**src/rtl/uart_xcvr_pkg.sv**
```systemverilog
package uart_xcvr_pkg;

   // Frame setup register layout, most significant field first
   typedef struct packed {
      logic [1:0] stop_code;   // 0: 1 bit, 1: 1.5 bits, 2/3: 2 bits
      logic       par_even;    // 1 even, 0 odd
      logic       par_en;      // parity bit present
      logic [1:0] len_code;    // data bits minus 5
   } frame_cfg_t;

   localparam frame_cfg_t CFG_RESET = '{stop_code: 2'd0, par_even: 1'b0,
                                        par_en: 1'b0, len_code: 2'd3};

   function automatic logic [7:0] mask_data(input logic [7:0] d, input logic [1:0] len_code);
      logic [7:0] m;
      for (int i = 0; i < 8; i++) begin
         m[i] = (i <= int'(len_code) + 4);
      end
      return d & m;
   endfunction

   function automatic logic frame_parity(input logic [7:0] d, input logic [1:0] len_code,
                                         input logic par_even);
      return (^mask_data(d, len_code)) ^ ~par_even;
   endfunction

endpackage

```
**src/rtl/uart_xcvr_baud.sv**
```systemverilog
module uart_xcvr_baud #(
   parameter int DIV_W = 8
) (
   input  logic             clk_i,
   input  logic             rst_ni,
   input  logic [DIV_W-1:0] div_i,
   output logic             tick_o
);

   generate
      if (DIV_W < 1) begin : g_bad_div_w
         $error("uart_xcvr_baud: DIV_W must be at least 1");
      end
   endgenerate

   logic [DIV_W-1:0] cnt_q;

   assign tick_o = (cnt_q == '0);

   always_ff @(posedge clk_i or negedge rst_ni) begin
      if (!rst_ni) begin
         cnt_q <= '0;
      end else if (tick_o) begin
         cnt_q <= div_i;
      end else begin
         cnt_q <= cnt_q - 1'b1;
      end
   end

endmodule

```
**src/rtl/uart_xcvr_tx.sv**
```systemverilog
module uart_xcvr_tx
   import uart_xcvr_pkg::*;
#(
   parameter int OSR = 16
) (
   input  logic       clk_i,
   input  logic       rst_ni,
   input  logic       tick_i,
   input  frame_cfg_t cfg_i,
   input  logic       load_valid_i,
   input  logic [7:0] load_data_i,
   output logic       load_take_o,
   output logic       txd_o
);

   localparam int CW = $clog2(2 * OSR + 1);
   localparam logic [CW-1:0] SLOT_LAST = CW'(OSR - 1);
   localparam logic [CW-1:0] STOP1_LAST = CW'(OSR - 1);
   localparam logic [CW-1:0] STOP15_LAST = CW'(OSR + OSR / 2 - 1);
   localparam logic [CW-1:0] STOP2_LAST = CW'(2 * OSR - 1);

   typedef enum logic [2:0] {TX_IDLE, TX_START, TX_DATA, TX_PAR, TX_STOP} tx_state_e;

   tx_state_e     state_q;
   logic [CW-1:0] cnt_q;
   logic [2:0]    idx_q;
   logic [7:0]    sh_q;
   logic          par_q;
   logic [1:0]    len_q;
   logic          pen_q;
   logic [1:0]    stop_q;
   logic [CW-1:0] stop_last;
   logic          slot_end;
   logic          stop_end;

   always_comb begin
      case (stop_q)
         2'd0:    stop_last = STOP1_LAST;
         2'd1:    stop_last = STOP15_LAST;
         default: stop_last = STOP2_LAST;
      endcase
   end

   assign slot_end = (cnt_q == SLOT_LAST);
   assign stop_end = (cnt_q == stop_last);
   assign load_take_o = tick_i & load_valid_i &
                        ((state_q == TX_IDLE) | ((state_q == TX_STOP) & stop_end));

   always_ff @(posedge clk_i or negedge rst_ni) begin
      if (!rst_ni) begin
         state_q <= TX_IDLE;
         cnt_q   <= '0;
         idx_q   <= '0;
         sh_q    <= '0;
         par_q   <= 1'b0;
         len_q   <= '0;
         pen_q   <= 1'b0;
         stop_q  <= '0;
      end else if (tick_i) begin
         if (load_take_o) begin
            state_q <= TX_START;
            cnt_q   <= '0;
            idx_q   <= '0;
            sh_q    <= load_data_i;
            par_q   <= frame_parity(load_data_i, cfg_i.len_code, cfg_i.par_even);
            len_q   <= cfg_i.len_code;
            pen_q   <= cfg_i.par_en;
            stop_q  <= cfg_i.stop_code;
         end else begin
            unique case (state_q)
               TX_IDLE: ;
               TX_START: begin
                  if (slot_end) begin
                     state_q <= TX_DATA;
                     cnt_q   <= '0;
                  end else begin
                     cnt_q <= cnt_q + 1'b1;
                  end
               end
               TX_DATA: begin
                  if (slot_end) begin
                     cnt_q <= '0;
                     sh_q  <= {1'b0, sh_q[7:1]};
                     if (idx_q == 3'(len_q) + 3'd4) begin
                        idx_q   <= '0;
                        state_q <= pen_q ? TX_PAR : TX_STOP;
                     end else begin
                        idx_q <= idx_q + 1'b1;
                     end
                  end else begin
                     cnt_q <= cnt_q + 1'b1;
                  end
               end
               TX_PAR: begin
                  if (slot_end) begin
                     state_q <= TX_STOP;
                     cnt_q   <= '0;
                  end else begin
                     cnt_q <= cnt_q + 1'b1;
                  end
               end
               TX_STOP: begin
                  if (stop_end) begin
                     state_q <= TX_IDLE;
                     cnt_q   <= '0;
                  end else begin
                     cnt_q <= cnt_q + 1'b1;
                  end
               end
               default: state_q <= TX_IDLE;
            endcase
         end
      end
   end

   always_comb begin
      case (state_q)
         TX_START: txd_o = 1'b0;
         TX_DATA:  txd_o = sh_q[0];
         TX_PAR:   txd_o = par_q;
         default:  txd_o = 1'b1;
      endcase
   end

   // the line may only move on an oversample tick
   a_r7_line_moves_on_tick: assert property (@(posedge clk_i) disable iff (!rst_ni)
      !tick_i |=> $stable(txd_o));

   // a new character always opens with a low start bit
   a_r3_start_low: assert property (@(posedge clk_i) disable iff (!rst_ni)
      load_take_o |=> !txd_o);

endmodule

```
**src/rtl/uart_xcvr_rx.sv**
```systemverilog
module uart_xcvr_rx
   import uart_xcvr_pkg::*;
#(
   parameter int OSR          = 16,
   parameter int SYNC_STAGES  = 2,
   parameter bit STRICT_START = 1'b1
) (
   input  logic       clk_i,
   input  logic       rst_ni,
   input  logic       tick_i,
   input  frame_cfg_t cfg_i,
   input  logic       rxd_i,
   output logic       done_o,
   output logic [7:0] data_o,
   output logic       par_err_o,
   output logic       frm_err_o
);

   localparam int CW = $clog2(2 * OSR + 1);
   localparam logic [CW-1:0] SLOT_LAST = CW'(OSR - 1);
   localparam logic [CW-1:0] MID_LAST = CW'(OSR / 2 - 1);

   generate
      if (SYNC_STAGES < 2) begin : g_bad_sync
         $error("uart_xcvr_rx: SYNC_STAGES must be at least 2");
      end
   endgenerate

   typedef enum logic [2:0] {RX_IDLE, RX_START, RX_DATA, RX_PAR, RX_STOP} rx_state_e;

   logic [SYNC_STAGES-1:0] sync_q;
   logic                   rxs;
   logic                   early_abort;

   always_ff @(posedge clk_i or negedge rst_ni) begin
      if (!rst_ni) begin
         sync_q <= '1;
      end else begin
         sync_q <= {sync_q[SYNC_STAGES-2:0], rxd_i};
      end
   end
   assign rxs = sync_q[SYNC_STAGES-1];

   // Start qualification: strict drops on any high tick, loose only looks at mid-bit
   generate
      if (STRICT_START) begin : g_strict
         assign early_abort = rxs;
      end else begin : g_loose
         assign early_abort = 1'b0;
      end
   endgenerate

   rx_state_e     state_q;
   logic [CW-1:0] cnt_q;
   logic [2:0]    idx_q;
   logic [7:0]    sh_q;
   logic          par_rx_q;
   frame_cfg_t    cfg_q;
   logic          slot_end;

   assign slot_end = (cnt_q == SLOT_LAST);

   always_ff @(posedge clk_i or negedge rst_ni) begin
      if (!rst_ni) begin
         state_q   <= RX_IDLE;
         cnt_q     <= '0;
         idx_q     <= '0;
         sh_q      <= '0;
         par_rx_q  <= 1'b0;
         cfg_q     <= CFG_RESET;
         done_o    <= 1'b0;
         data_o    <= '0;
         par_err_o <= 1'b0;
         frm_err_o <= 1'b0;
      end else begin
         done_o <= 1'b0;
         if (tick_i) begin
            unique case (state_q)
               RX_IDLE: begin
                  if (!rxs) begin
                     state_q <= RX_START;
                     cnt_q   <= '0;
                     sh_q    <= '0;
                     cfg_q   <= cfg_i;
                  end
               end
               RX_START: begin
                  if (cnt_q == MID_LAST) begin
                     cnt_q   <= '0;
                     idx_q   <= '0;
                     state_q <= rxs ? RX_IDLE : RX_DATA;
                  end else if (early_abort) begin
                     state_q <= RX_IDLE;
                  end else begin
                     cnt_q <= cnt_q + 1'b1;
                  end
               end
               RX_DATA: begin
                  if (slot_end) begin
                     cnt_q       <= '0;
                     sh_q[idx_q] <= rxs;
                     if (idx_q == 3'(cfg_q.len_code) + 3'd4) begin
                        idx_q   <= '0;
                        state_q <= cfg_q.par_en ? RX_PAR : RX_STOP;
                     end else begin
                        idx_q <= idx_q + 1'b1;
                     end
                  end else begin
                     cnt_q <= cnt_q + 1'b1;
                  end
               end
               RX_PAR: begin
                  if (slot_end) begin
                     cnt_q    <= '0;
                     par_rx_q <= rxs;
                     state_q  <= RX_STOP;
                  end else begin
                     cnt_q <= cnt_q + 1'b1;
                  end
               end
               RX_STOP: begin
                  if (slot_end) begin
                     cnt_q     <= '0;
                     state_q   <= RX_IDLE;
                     done_o    <= 1'b1;
                     data_o    <= sh_q;
                     frm_err_o <= !rxs;
                     par_err_o <= cfg_q.par_en &
                                  (par_rx_q != frame_parity(sh_q, cfg_q.len_code, cfg_q.par_even));
                  end else begin
                     cnt_q <= cnt_q + 1'b1;
                  end
               end
               default: state_q <= RX_IDLE;
            endcase
         end
      end
   end

   // completion is a single-cycle event
   a_r3_done_single: assert property (@(posedge clk_i) disable iff (!rst_ni)
      done_o |=> !done_o);

   // a parity error is never reported while parity is off for that character
   a_r10_no_parity_err_when_off: assert property (@(posedge clk_i) disable iff (!rst_ni)
      (done_o && !cfg_q.par_en) |-> !par_err_o);

endmodule

```
**src/rtl/uart_xcvr.sv**
```systemverilog
module uart_xcvr
   import uart_xcvr_pkg::*;
#(
   parameter int DIV_W        = 8,
   parameter int DIV_RESET    = 10,
   parameter int OSR          = 16,
   parameter int SYNC_STAGES  = 2,
   parameter bit STRICT_START = 1'b1
) (
   input  logic       clk_i,
   input  logic       rst_ni,
   input  logic       cpu_req_i,
   input  logic       cpu_we_i,
   input  logic [1:0] cpu_addr_i,
   input  logic [7:0] cpu_wdata_i,
   output logic       cpu_ack_o,
   output logic [7:0] cpu_rdata_o,
   output logic       txd_o,
   input  logic       rxd_i
);

   localparam logic [1:0] A_DATA = 2'd0;
   localparam logic [1:0] A_STAT = 2'd1;
   localparam logic [1:0] A_CFG  = 2'd2;
   localparam logic [1:0] A_DIV  = 2'd3;

   generate
      if (DIV_W < 1 || DIV_W > 8) begin : g_bad_div_w
         $error("uart_xcvr: DIV_W must be 1..8");
      end
      if (DIV_RESET < 0 || DIV_RESET >= (1 << DIV_W)) begin : g_bad_div_reset
         $error("uart_xcvr: DIV_RESET must fit in DIV_W bits");
      end
      if (OSR < 4 || (OSR % 2) != 0) begin : g_bad_osr
         $error("uart_xcvr: OSR must be even and at least 4");
      end
   endgenerate

   logic             acc, wr_data, rd_data, wr_cfg, wr_div;
   logic             tick, tx_take, rx_done, rx_perr, rx_ferr;
   logic [7:0]       rx_word;
   logic [7:0]       hold_q, rx_data_q;
   logic             hold_full_q, rx_ready_q, perr_q, ferr_q, ovr_q;
   logic [DIV_W-1:0] div_q;
   frame_cfg_t       cfg_q;
   logic [7:0]       status;

   assign acc     = cpu_req_i & ~cpu_ack_o;
   assign wr_data = acc & cpu_we_i & (cpu_addr_i == A_DATA);
   assign rd_data = acc & ~cpu_we_i & (cpu_addr_i == A_DATA);
   assign wr_cfg  = acc & cpu_we_i & (cpu_addr_i == A_CFG);
   assign wr_div  = acc & cpu_we_i & (cpu_addr_i == A_DIV);
   assign status  = {3'b000, ovr_q, ferr_q, perr_q, rx_ready_q, ~hold_full_q};

   uart_xcvr_baud #(.DIV_W(DIV_W)) baud_i (
      .clk_i (clk_i),
      .rst_ni(rst_ni),
      .div_i (div_q),
      .tick_o(tick)
   );

   uart_xcvr_tx #(.OSR(OSR)) tx_i (
      .clk_i       (clk_i),
      .rst_ni      (rst_ni),
      .tick_i      (tick),
      .cfg_i       (cfg_q),
      .load_valid_i(hold_full_q),
      .load_data_i (hold_q),
      .load_take_o (tx_take),
      .txd_o       (txd_o)
   );

   uart_xcvr_rx #(.OSR(OSR), .SYNC_STAGES(SYNC_STAGES), .STRICT_START(STRICT_START)) rx_i (
      .clk_i    (clk_i),
      .rst_ni   (rst_ni),
      .tick_i   (tick),
      .cfg_i    (cfg_q),
      .rxd_i    (rxd_i),
      .done_o   (rx_done),
      .data_o   (rx_word),
      .par_err_o(rx_perr),
      .frm_err_o(rx_ferr)
   );

   always_ff @(posedge clk_i or negedge rst_ni) begin
      if (!rst_ni) begin
         cpu_ack_o   <= 1'b0;
         cpu_rdata_o <= '0;
         hold_q      <= '0;
         hold_full_q <= 1'b0;
         rx_data_q   <= '0;
         rx_ready_q  <= 1'b0;
         perr_q      <= 1'b0;
         ferr_q      <= 1'b0;
         ovr_q       <= 1'b0;
         div_q       <= DIV_W'(DIV_RESET);
         cfg_q       <= CFG_RESET;
      end else begin
         cpu_ack_o <= acc;
         if (acc && !cpu_we_i) begin
            case (cpu_addr_i)
               A_DATA:  cpu_rdata_o <= rx_data_q;
               A_STAT:  cpu_rdata_o <= status;
               A_CFG:   cpu_rdata_o <= {2'b00, cfg_q};
               default: cpu_rdata_o <= 8'(div_q);
            endcase
         end
         if (wr_cfg) cfg_q <= frame_cfg_t'(cpu_wdata_i[5:0]);
         if (wr_div) div_q <= cpu_wdata_i[DIV_W-1:0];
         if (tx_take) hold_full_q <= 1'b0;
         if (wr_data && !hold_full_q) begin
            hold_q      <= cpu_wdata_i;
            hold_full_q <= 1'b1;
         end
         if (rd_data) begin
            rx_ready_q <= 1'b0;
            perr_q     <= 1'b0;
            ferr_q     <= 1'b0;
            ovr_q      <= 1'b0;
         end
         if (rx_done) begin
            if (rx_ready_q && !rd_data) begin
               ovr_q <= 1'b1;
            end else begin
               rx_data_q  <= rx_word;
               perr_q     <= rx_perr;
               ferr_q     <= rx_ferr;
               rx_ready_q <= 1'b1;
            end
         end
      end
   end

   // acknowledge is one cycle wide and follows a fresh request
   a_r2_ack_single: assert property (@(posedge clk_i) disable iff (!rst_ni)
      cpu_ack_o |=> !cpu_ack_o);
   a_r2_ack_follows_req: assert property (@(posedge clk_i) disable iff (!rst_ni)
      (cpu_req_i && !cpu_ack_o) |=> cpu_ack_o);

   // a write into a full holding register leaves it untouched
   a_r9_full_write_dropped: assert property (@(posedge clk_i) disable iff (!rst_ni)
      (wr_data && hold_full_q && !tx_take) |=> (hold_full_q && $stable(hold_q)));

   // a character arriving on top of unread data keeps the old data
   a_r11_overrun_keeps_data: assert property (@(posedge clk_i) disable iff (!rst_ni)
      (rx_done && rx_ready_q && !rd_data) |=> (ovr_q && $stable(rx_data_q)));

   // reading data clears the receive flags
   a_r12_read_clears: assert property (@(posedge clk_i) disable iff (!rst_ni)
      (rd_data && !rx_done) |=> (!rx_ready_q && !ovr_q && !perr_q && !ferr_q));

endmodule

```
**config.mk**
```make
export PLATFORM = sky130hd
export DESIGN_NAME = uart_xcvr
export DESIGN_NICKNAME = d
export VERILOG_FILES = /design/src/rtl/uart_xcvr_pkg.sv /design/src/rtl/uart_xcvr_baud.sv /design/src/rtl/uart_xcvr_tx.sv /design/src/rtl/uart_xcvr_rx.sv /design/src/rtl/uart_xcvr.sv
export SDC_FILE = /design/constraint.sdc
export NUM_CORES = 1
export LEC_CHECK = 0
export BUFFER_PORTS_ARGS = -buffer_cell sky130_fd_sc_hd__buf_2
export CAP_MARGIN = 20
export CORE_UTILIZATION = 37
export DETAILED_ROUTE_END_ITERATION = 10
export GPL_ROUTABILITY_DRIVEN = 0
export PLACE_DENSITY = 0.59
export REMOVE_ABC_BUFFERS = 1
export SLEW_MARGIN = 20
export SYNTH_ARGS = -nofsm -noshare
export SYNTH_HDL_FRONTEND = slang
export SYNTH_SLANG_ARGS = --single-unit
```
**constraint.sdc**
```tcl
create_clock -name clk_i -period 3.4 [get_ports clk_i]
set_clock_uncertainty 0.15 [all_clocks]
set_input_delay 1.02 -clock clk_i [delete_from_list [all_inputs] [get_ports clk_i]]
set_output_delay 1.02 -clock clk_i [all_outputs]
set_load 0.1 [all_outputs]
```
==> results of run 1 <==
[worst min path at each step]
stage                                  start                  endpoint  slack [ns]  cells after the start
floorplan           rx_i.sync_q[0]$_DFF_PN1_  rx_i.sync_q[1]$_DFF_PN1_        0.20                      0
global placement    rx_i.sync_q[0]$_DFF_PN1_  rx_i.sync_q[1]$_DFF_PN1_        0.20                      0
detailed placement  rx_i.sync_q[0]$_DFF_PN1_  rx_i.sync_q[1]$_DFF_PN1_        0.20                      0
CTS                 rx_i.sync_q[0]$_DFF_PN1_  rx_i.sync_q[1]$_DFF_PN1_        0.21                      0
global route        rx_i.sync_q[0]$_DFF_PN1_  rx_i.sync_q[1]$_DFF_PN1_        0.22                      0
finish              rx_i.sync_q[0]$_DFF_PN1_  rx_i.sync_q[1]$_DFF_PN1_        0.21                      0
[Yosys cell counts, drive strengths merged (2+ instances only)]
cell / count
a211oi: 2
a21o: 3
a21oi: 21
a22o: 2
a22oi: 3
a31oi: 9
and3: 5
buf: 7
clkbuf: 19
dfrtp: 108
dfstp: 8
ha: 6
inv: 20
mux2: 47
mux2i: 9
mux4: 5
nand2: 75
nand2b: 5
nand3: 21
nand4: 5
nand4bb: 3
nor2: 24
nor2b: 4
nor3: 9
nor3b: 8
nor4: 2
nor4bb: 5
o211ai: 3
o21a: 2
o21ai: 54
o22ai: 4
o31ai: 4
o41ai: 3
or3: 4
or3b: 3
or4: 4
or4b: 2
xnor2: 20
xor2: 6
[stage by stage]
step	total power [mW]	setup TNS, ns	util
2_1_floorplan	2.322	-0.4763	-
3_3_place_gp	2.546	0	0.4013
3_5_place_dp	2.572	0	0.4013
4_1_cts	4.666	0	0.4463
5_1_grt	4.812	0	0.4463
6_report	4.629	0	0.4463
[logic make-up after synthesis]
kind of cell / synth area share
fa+ha+maj: 0.01295
compound gates: 0.1230
simple gates: 0.1627
mux: 0.1263
xor+xnor: 0.03928
flops: 0.5025
buf+inv: 0.03324
[flip-flops by register name, summed over array words and instances (netlist names), 8 cells and up]
signal and count:
rx_i.sh_q 8, div_q 8, rx_i.data_o 8, hold_q 8
tx_i.sh_q 8, baud_i.cnt_q 8, cpu_rdata_o 8, rx_data_q 8
[layer usage]
layer / part of all wire / vias to the layer above / GRT usage
li1: - / 2032 / -
met1: 0.47 / 2105 / 0.2233
met2: 0.49 / 69 / 0.2750
met3: 0.029 / 9 / 0.04062
met4: 0.0088 / 0 / 0.04692
met5: 0 / - / 0
[area by class of cell]
class | instances | area, sq um
well taps | 211 | 264.0
fillers | 1422 | 8448
repair buffers | 30 | 180.2
flip-flops and latches | 116 | 2913
inverters | 20 | 75.07
clock buffers | 18 | 429.2
clock inverters | 14 | 257.7
multi-input cells | 394 | 2691
[power by group]
group	switching, mW	internal (mW)	total, mW
clock	0.635	1.45	2.08
sequential	0.203	1.57	1.77
combinational	0.463	0.313	0.776
==> impl_metrics.env, run 1 <==
export IMPL_status="finished, final reports clean"
export IMPL_synth_area_leaders="dfrtp_1 47%, mux2_2 9.1%, nand2_1 4.9%, o21ai_0 4.7%, dfstp_2 3.6%"
export IMPL_wl_per_cell_microns=15.83
export IMPL_place_inst=771
export IMPL_arrival_ns=1.70
export IMPL_cts_resized=0
export IMPL_hold_path_class="flop to flop"
export IMPL_grt_ovfl_total=0
export IMPL_reg2reg_to="tx_i.idx_q[1]$_DFFE_PN0P_"
export IMPL_preCtsSetupSlack_ns=0.4699
export IMPL_drc=0
export IMPL_cp_slowest_cell="dfrtp_1"
export IMPL_clock_root_buffer="clkbuf_16"
export IMPL_period_share=0.8456
export IMPL_drive_above_1_share=0.2196
export IMPL_hold_slack_ns=0.2052
export IMPL_critPathLaunch="tx_i.state_q[0]$_DFFE_PN0P_"
export IMPL_timing_final_ws_setup_ns=0.5251
export IMPL_routed_wl_microns=12710
export IMPL_fin_cells=803
export IMPL_async_reset_ff_frac=1.000
export IMPL_io_pins=25
export IMPL_vdd_drop_max_mv=0.4071
export IMPL_fp_dieH_microns=127.2
export IMPL_clkTransAtPathRegs_ns=0.05
export IMPL_die_area_sq_um=16170
export IMPL_syn_area_sq_um=5797
export IMPL_period_minus_slack_ns=2.875
export IMPL_drv_slew=0
export IMPL_max_freq_ghz=0.3478
export IMPL_power_density_nw_per_um2=679.7
export IMPL_rr_worst_depth=5
export IMPL_timing_rr_start="baud_i.cnt_q[5]$_DFF_PN0_"
export IMPL_seq_area_frac_synth=0.5025
export IMPL_synth_top_area_share=0.4662
export IMPL_final_common_cell="dfrtp_1"
export IMPL_design_area_sq_um=6810
export IMPL_cts_tree="yes"
export IMPL_clock_latency_ns=0.41
export IMPL_ys_types=59
export IMPL_ys_ff_latch=116
export IMPL_path_buf_inv=2
export IMPL_place_area_sq_um=6123
export IMPL_clock_sinks=116
export IMPL_tightest_slew_ns=0.7056
export IMPL_syn_inst=556
export IMPL_hold_violations=0
export IMPL_synth_top_area_cell="dfrtp_1"
export IMPL_drt_iter0_drc=258
export IMPL_vias=4215
export IMPL_numCtsBuffers=17
export IMPL_grt_pass1_vias=4189
export IMPL_rows=45
export IMPL_htreeDepth=4
export IMPL_start_kind="flop"
export IMPL_grt_pass1_wl_microns=21200
export IMPL_setup_violations=0
export IMPL_postCtsSetupBuffers=0
export IMPL_worstPathCellList="inv_1 -> a21oi_1 -> o21ai_0 -> buf_2"
export IMPL_critPathCaptureType="output pin"
export IMPL_cts_buffer_depth=2
export IMPL_start_util=0.3799
export IMPL_ant_nets=0
export IMPL_die_w_microns=127.2
export IMPL_drv_cap=0
export IMPL_fin_nets=600
export IMPL_antenna_found_initial=0
export IMPL_area_growth_pct=17.48
export IMPL_layout_common_cells="108 x dfrtp_1, 75 x nand2_1, 54 x o21ai_0"
export IMPL_rrSetupSlack_ns=0.68
export IMPL_path_max_fanout=10
export IMPL_synth_edf_count=0
export IMPL_required_ns=2.23
export IMPL_grt_max_degree=49
export IMPL_worstSetupEndpoint="txd_o"
export IMPL_postSynthAreaPerCell_sq_um=10.43
export IMPL_drt_pass1_iterations=4
export IMPL_dp_hpwl_microns=9110
export IMPL_postCtsHoldBufs=0
export IMPL_portBuffers=24
export IMPL_ys_warn_count=0
export IMPL_worstSetupPathType="flop to output pin"
export IMPL_max_stage_delay_ns=0.48
export IMPL_grt_use_total=0.1684
export IMPL_critical_path_top_delay_family="buffers and inverters"
export IMPL_routed_via_density=5.249
export IMPL_synth_flop_cell="dfrtp_1"
export IMPL_slew_headroom=0.5257
export IMPL_n_antenna_cell=0
export IMPL_core_sq_um=15260
export IMPL_rsz0062_at_grt="no"
export IMPL_worst_path_stages=4
export IMPL_p_leak_nw=2.996
Note: power is estimated with default switching activity, not from simulation.
==> run 2, diff against run 1 <==
==> constraint.sdc (replaced) <==
create_clock -name clk_i -period 2.75 [get_ports clk_i]
set_clock_uncertainty 0.15 [all_clocks]
set_input_delay 0.825 -clock clk_i [delete_from_list [all_inputs] [get_ports clk_i]]
set_output_delay 0.825 -clock clk_i [all_outputs]
set_load 0.1 [all_outputs]
==> impl_metrics.env, run 2 (same netlist as run 1, synthesis figures left out) <==
export IMPL_status="finished, final reports clean"
export IMPL_grt_use_total=0.1711
export IMPL_routed_via_density=5.286
export IMPL_drt_iter0_drc=264
export IMPL_max_freq_ghz=0.3866
export IMPL_rows=45
export IMPL_design_area_sq_um=6877
export IMPL_drc=0
export IMPL_hold_path_class="flop to flop"
export IMPL_rsz0062_at_grt="no"
export IMPL_power_density_nw_per_um2=821.3
export IMPL_cp_slowest_cell="dfrtp_1"
export IMPL_numCtsBuffers=17
export IMPL_grt_max_degree=42
export IMPL_grt_ovfl_total=0
export IMPL_path_buf_inv=2
export IMPL_worst_path_stages=4
export IMPL_fp_dieH_microns=127.2
export IMPL_arrival_ns=1.61
export IMPL_wl_per_cell_microns=15.69
export IMPL_postCtsSetupBuffers=0
export IMPL_critical_path_top_delay_family="buffers and inverters"
export IMPL_n_antenna_cell=0
export IMPL_p_leak_nw=3.044
export IMPL_drv_cap=0
export IMPL_tightest_slew_ns=0.6174
export IMPL_place_area_sq_um=6203
export IMPL_routed_wl_microns=12740
export IMPL_grt_pass1_wl_microns=21180
export IMPL_cts_buffer_depth=2
export IMPL_final_common_cell="dfrtp_1"
export IMPL_layout_common_cells="108 x dfrtp_1, 75 x nand2_1, 54 x o21ai_0"
export IMPL_vias=4292
export IMPL_fin_nets=609
export IMPL_start_kind="flop"
export IMPL_critPathCaptureType="output pin"
export IMPL_hold_depth=0
export IMPL_vdd_drop_max_mv=0.6001
export IMPL_io_pins=25
export IMPL_max_stage_delay_ns=0.47
export IMPL_clkTransAtPathRegs_ns=0.05
export IMPL_grt_pass1_vias=4106
export IMPL_postCtsHoldBufs=0
export IMPL_dp_hpwl_microns=9177
export IMPL_period_share=0.9405
export IMPL_critPathLaunch="tx_i.state_q[0]$_DFFE_PN0P_"
export IMPL_setup_violations=0
export IMPL_hold_violations=0
export IMPL_antenna_found_initial=0
export IMPL_clock_sinks=116
export IMPL_path_max_fanout=10
export IMPL_period_minus_slack_ns=2.586
export IMPL_drive_above_1_share=0.2313
export IMPL_core_sq_um=15260
export IMPL_drv_slew=0
export IMPL_clock_root_buffer="clkbuf_16"
export IMPL_area_growth_pct=18.63
export IMPL_portBuffers=24
export IMPL_ant_nets=0
export IMPL_timing_rr_start="rx_i.cnt_q[0]$_DFFE_PN0P_"
export IMPL_clock_latency_ns=0.42
export IMPL_cts_tree="yes"
export IMPL_hold_start="rx_i.sync_q[0]$_DFF_PN1_"
export IMPL_required_ns=1.78
export IMPL_start_util=0.3799
export IMPL_slew_headroom=0.5849
export IMPL_die_w_microns=127.2
export IMPL_hold_slack_ns=0.2064
export IMPL_die_area_sq_um=16170
export IMPL_drt_pass1_iterations=5
export IMPL_htreeDepth=4
export IMPL_worstPathCellList="inv_1 -> a21oi_1 -> o21ai_0 -> clkbuf_4"
export IMPL_rr_worst_depth=6
export IMPL_worstSetupPathType="flop to output pin"
## run 2: stage by stage
| step | worst slack (ns) | setup TNS [ns] | util | power, mW | instances |
|---|---|---|---|---|---|
| 2_1_floorplan | -0.9313 | -2.149 | - | 2.871 | 530 |
| 3_3_place_gp | 0.3086 | 0 | 0.4066 | 3.154 | 780 |
| 3_5_place_dp | 0.2944 | 0 | 0.4066 | 3.192 | 780 |
| 4_1_cts | 0.07815 | 0 | 0.4505 | 5.706 | 812 |
| 5_1_grt | 0.04262 | 0 | 0.4507 | 5.906 | 812 |
| 6_report | 0.1636 | 0 | 0.4507 | 5.648 | 812 |
## run 2: timing repair
item                                   CTS  global route
setup endpoints to repair                0             1
endpoints found under the hold margin    0             0
resized for setup                        0             1
## run 2: cell type report
type / count / area [sq um]
clock inverter: 9 / 172.7
sequential: 116 / 2913
inverter: 20 / 75.07
timing repair buffer: 39 / 262.8
multi-input combinational: 394 / 2691
clock buffer: 23 / 498.0
tap: 211 / 264.0
fill: 1407 / 8382
## run 2: routing by layer
layer	vias up	track usage	routed length [microns]
met5	-	0	0
met4	0	0.05742	150
met3	17	0.04523	527
met2	87	0.2750	6273
met1	2122	0.2245	5789
li1	2066	-	-
## run 2: final timing paths
check | slack, ns | end
worst max-delay path | 0.16 | txd_o
worst min-delay path | 0.21 | rx_i.sync_q[1]$_DFF_PN1_
worst max register to register | 0.36 | rx_i.state_q[0]$_DFFE_PN0P_
worst min register to register | 0.21 | rx_i.sync_q[1]$_DFF_PN1_
max in group asynchronous | 1.55 | rx_i.cfg_q[0]$_DFFE_PN1P_
min in group asynchronous | 0.24 | tx_i.len_q[0]$_DFFE_PN0P_
## run 2: worst register-to-register path, delay by kind of cell (launching register included)
kind	cells	cell delay [ns]
DFF	1	0.40
adders and majority gates	1	0.26
AOI/OAI and AO/OA	3	0.76
and+or+nand+nor	2	0.71
## run 2: report_power, final
part / internal (mW) / switching, mW / total, mW
clock network: 1.72 / 0.772 / 2.49
registers: 1.94 / 0.254 / 2.19
logic: 0.393 / 0.566 / 0.959
==> run 3, diff against run 2 <==
--- a/config.mk
+++ b/config.mk
@@ -8,6 +8,7 @@
 export BUFFER_PORTS_ARGS = -buffer_cell sky130_fd_sc_hd__buf_2
 export CAP_MARGIN = 20
 export CORE_UTILIZATION = 37
+export CTS_BUF_LIST = sky130_fd_sc_hd__clkbuf_16
 export DETAILED_ROUTE_END_ITERATION = 10
 export GPL_ROUTABILITY_DRIVEN = 0
 export PLACE_DENSITY = 0.59
@@ -15,4 +16,5 @@
 export SLEW_MARGIN = 20
 export SYNTH_ARGS = -nofsm -noshare
 export SYNTH_HDL_FRONTEND = slang
+export SYNTH_HIERARCHICAL = 1
 export SYNTH_SLANG_ARGS = --single-unit
==> impl_metrics.env, run 3 <==
export IMPL_clock_sinks=116
export IMPL_required_ns=1.78
export IMPL_clock_latency_ns=0.41
export IMPL_wl_per_cell_microns=16.24
export IMPL_ys_types=76
export IMPL_grt_use_total=0.1684
export IMPL_status="finished, final reports clean"
export IMPL_synth_flop_cell="dfrtp_1"
export IMPL_cts_buffer_depth=2
export IMPL_area_growth_pct=16.17
export IMPL_layout_common_cells="107 x dfrtp_1, 48 x mux2_2, 46 x o21ai_0"
export IMPL_fp_dieH_microns=127.9
export IMPL_n_antenna_cell=0
export IMPL_rsz0062_at_grt="no"
export IMPL_postCtsHoldBufs=0
export IMPL_setup_violations=0
export IMPL_routed_via_density=5.369
export IMPL_netlist_top_cells_count="108 x dfrtp_1, 48 x mux2_2, 46 x o21ai_0"
export IMPL_syn_area_sq_um=5867
export IMPL_final_common_cell="dfrtp_1"
export IMPL_fin_nets=585
export IMPL_die_w_microns=127.9
export IMPL_syn_inst=529
export IMPL_dp_hpwl_microns=9249
export IMPL_synth_edf_count=0
export IMPL_seq_area_frac_synth=0.4965
export IMPL_ant_nets=0
export IMPL_arrival_ns=1.65
export IMPL_drive_above_1_share=0.2478
export IMPL_drv_cap=0
export IMPL_htreeDepth=4
export IMPL_portBuffers=24
export IMPL_start_kind="flop"
export IMPL_grt_max_degree=39
export IMPL_setup_tns_ns=0
export IMPL_async_reset_ff_frac=1.000
export IMPL_start_util=0.3831
export IMPL_synth_area_leaders="dfrtp_1 46%, mux2_2 9.2%, o21ai_0 3.9%, dfstp_2 3.6%, xnor2_1 3.3%"
export IMPL_period_share=0.9548
export IMPL_grt_pass1_vias=4200
export IMPL_hold_path_class="flop to flop"
export IMPL_vias=4231
export IMPL_drt_pass1_iterations=5
export IMPL_period_minus_slack_ns=2.626
export IMPL_preCtsSetupSlack_ns=0.1536
export IMPL_clkTransAtPathRegs_ns=0.06
export IMPL_postSynthAreaPerCell_sq_um=11.09
export IMPL_rows=45
export IMPL_yosysMostFrequentCell="dfrtp_1"
export IMPL_synth_top_area_share=0.4607
export IMPL_ys_warn_count=6
export IMPL_critPathCaptureType="output pin"
export IMPL_vdd_drop_max_mv=0.4889
export IMPL_hold_slack_ns=0.2057
export IMPL_grt_ovfl_total=0
export IMPL_tightest_slew_ns=0.5715
export IMPL_grt_pass1_wl_microns=21180
export IMPL_slew_headroom=0.6190
export IMPL_drt_iter0_drc=278
export IMPL_worstSetupPathType="flop to output pin"
export IMPL_routed_wl_microns=12800
export IMPL_hold_violations=0
export IMPL_clock_root_buffer="clkbuf_16"
export IMPL_numCtsBuffers=17
export IMPL_power_density_nw_per_um2=755.3
export IMPL_drv_slew=0
export IMPL_timing_final_ws_setup_ns=0.1244
export IMPL_p_leak_nw=3.010
export IMPL_max_freq_ghz=0.3809
export IMPL_synth_top_area_cell="dfrtp_1"
export IMPL_die_area_sq_um=16360
export IMPL_core_sq_um=15310
export IMPL_path_max_fanout=13
export IMPL_cts_tree="yes"
export IMPL_drc=0
export IMPL_ys_ff_latch=116
export IMPL_antenna_found_initial=0
export IMPL_io_pins=25
export IMPL_postCtsSetupBuffers=0
-- run 3: cell types whose count changed after synthesis, moves of 6 or more --
cell      previous run  this run
nand2_1             75        37
a21o_1               3        11
nor2_1              24        16
o21ai_0             54        46
a21oi_1             21        14
clkbuf_1            19        13
mux2i_1              9        15
-- run 3: logic make-up (layout without fill, tap and decap cells) --
family,count (synthesis),after routing,share of synthesized area
AOI/OAI and AO/OA,132,132,0.1568
xor gates and xnor gates,25,25,0.03732
adders and majority gates,6,6,0.01280
buffers and inverters,46,94,0.03540
DFF,116,116,0.4965
muxes,65,65,0.1222
and+or+nand+nor,139,139,0.1391
-- run 3: critical path: stages, from the launching register on --
cell and delay [ns]:
dfrtp_1 0.60, nor3b_1 0.10, o21ai_0 0.27, buf_6 0.27
-- run 3: layout make-up --
type	count	area, sq um
fillers	1452	8499
flip-flops and latches	116	2914
multi-input cells	367	2754
clock buffers	17	425.4
repair buffers	43	309.0
well taps	211	264.0
clock inverters	15	77.57
inverters	19	71.32
-- run 3: final timing paths --
kind | start | endpoint | slack [ns] | cells after the start
max | tx_i/state_q[0]$_DFFE_PN0P_ | txd_o | 0.12 | 3
min | rx_i/sync_q[0]$_DFF_PN1_ | rx_i/sync_q[1]$_DFF_PN1_ | 0.21 | 0
max reg2reg | tx_i/stop_q[0]$_DFFE_PN0P_ | tx_i/stop_q[1]$_DFFE_PN0P_ | 0.15 | 5
min reg2reg | rx_i/sync_q[0]$_DFF_PN1_ | rx_i/sync_q[1]$_DFF_PN1_ | 0.21 | 0
max in group asynchronous | rst_ni | div_q[1]$_DFFE_PN1P_ | 1.55 | 2
min in group asynchronous | rst_ni | cpu_rdata_o[6]$_DFFE_PN0P_ | 0.22 | 1
-- run 3: stage by stage --
stage            util  total power, mW  instance area [sq um]  std cells
6_report       0.4450            5.148                   6815        788
5_1_grt        0.4450            5.418                   6815        788
4_1_cts        0.4442            5.204                   6803        788
3_5_place_dp   0.4112            3.305                   6297        756
3_3_place_gp   0.4112            3.272                   6297        756
2_1_floorplan       -            2.982                   5731        502
-- run 3: layer usage --
layer	wire (microns)	share of wire	track usage	up-vias
li1	-	-	-	2018
met1	6238	0.49	0.2231	2116
met2	6025	0.47	0.2685	88
met3	434	0.034	0.04382	9
met4	104	0.0081	0.05467	0
met5	0	0	0	-
-- run 3: timing repair --
action	CTS	global route
endpoints found under the setup margin	1	3
pin swaps	0	0
cloned	0	0
resized for setup	1	3
-- run 3: power by group --
part,total [mW],switching [mW],internal [mW]
clock network,1.87,0.755,1.12
logic,1.01,0.581,0.431
registers,2.27,0.299,1.97
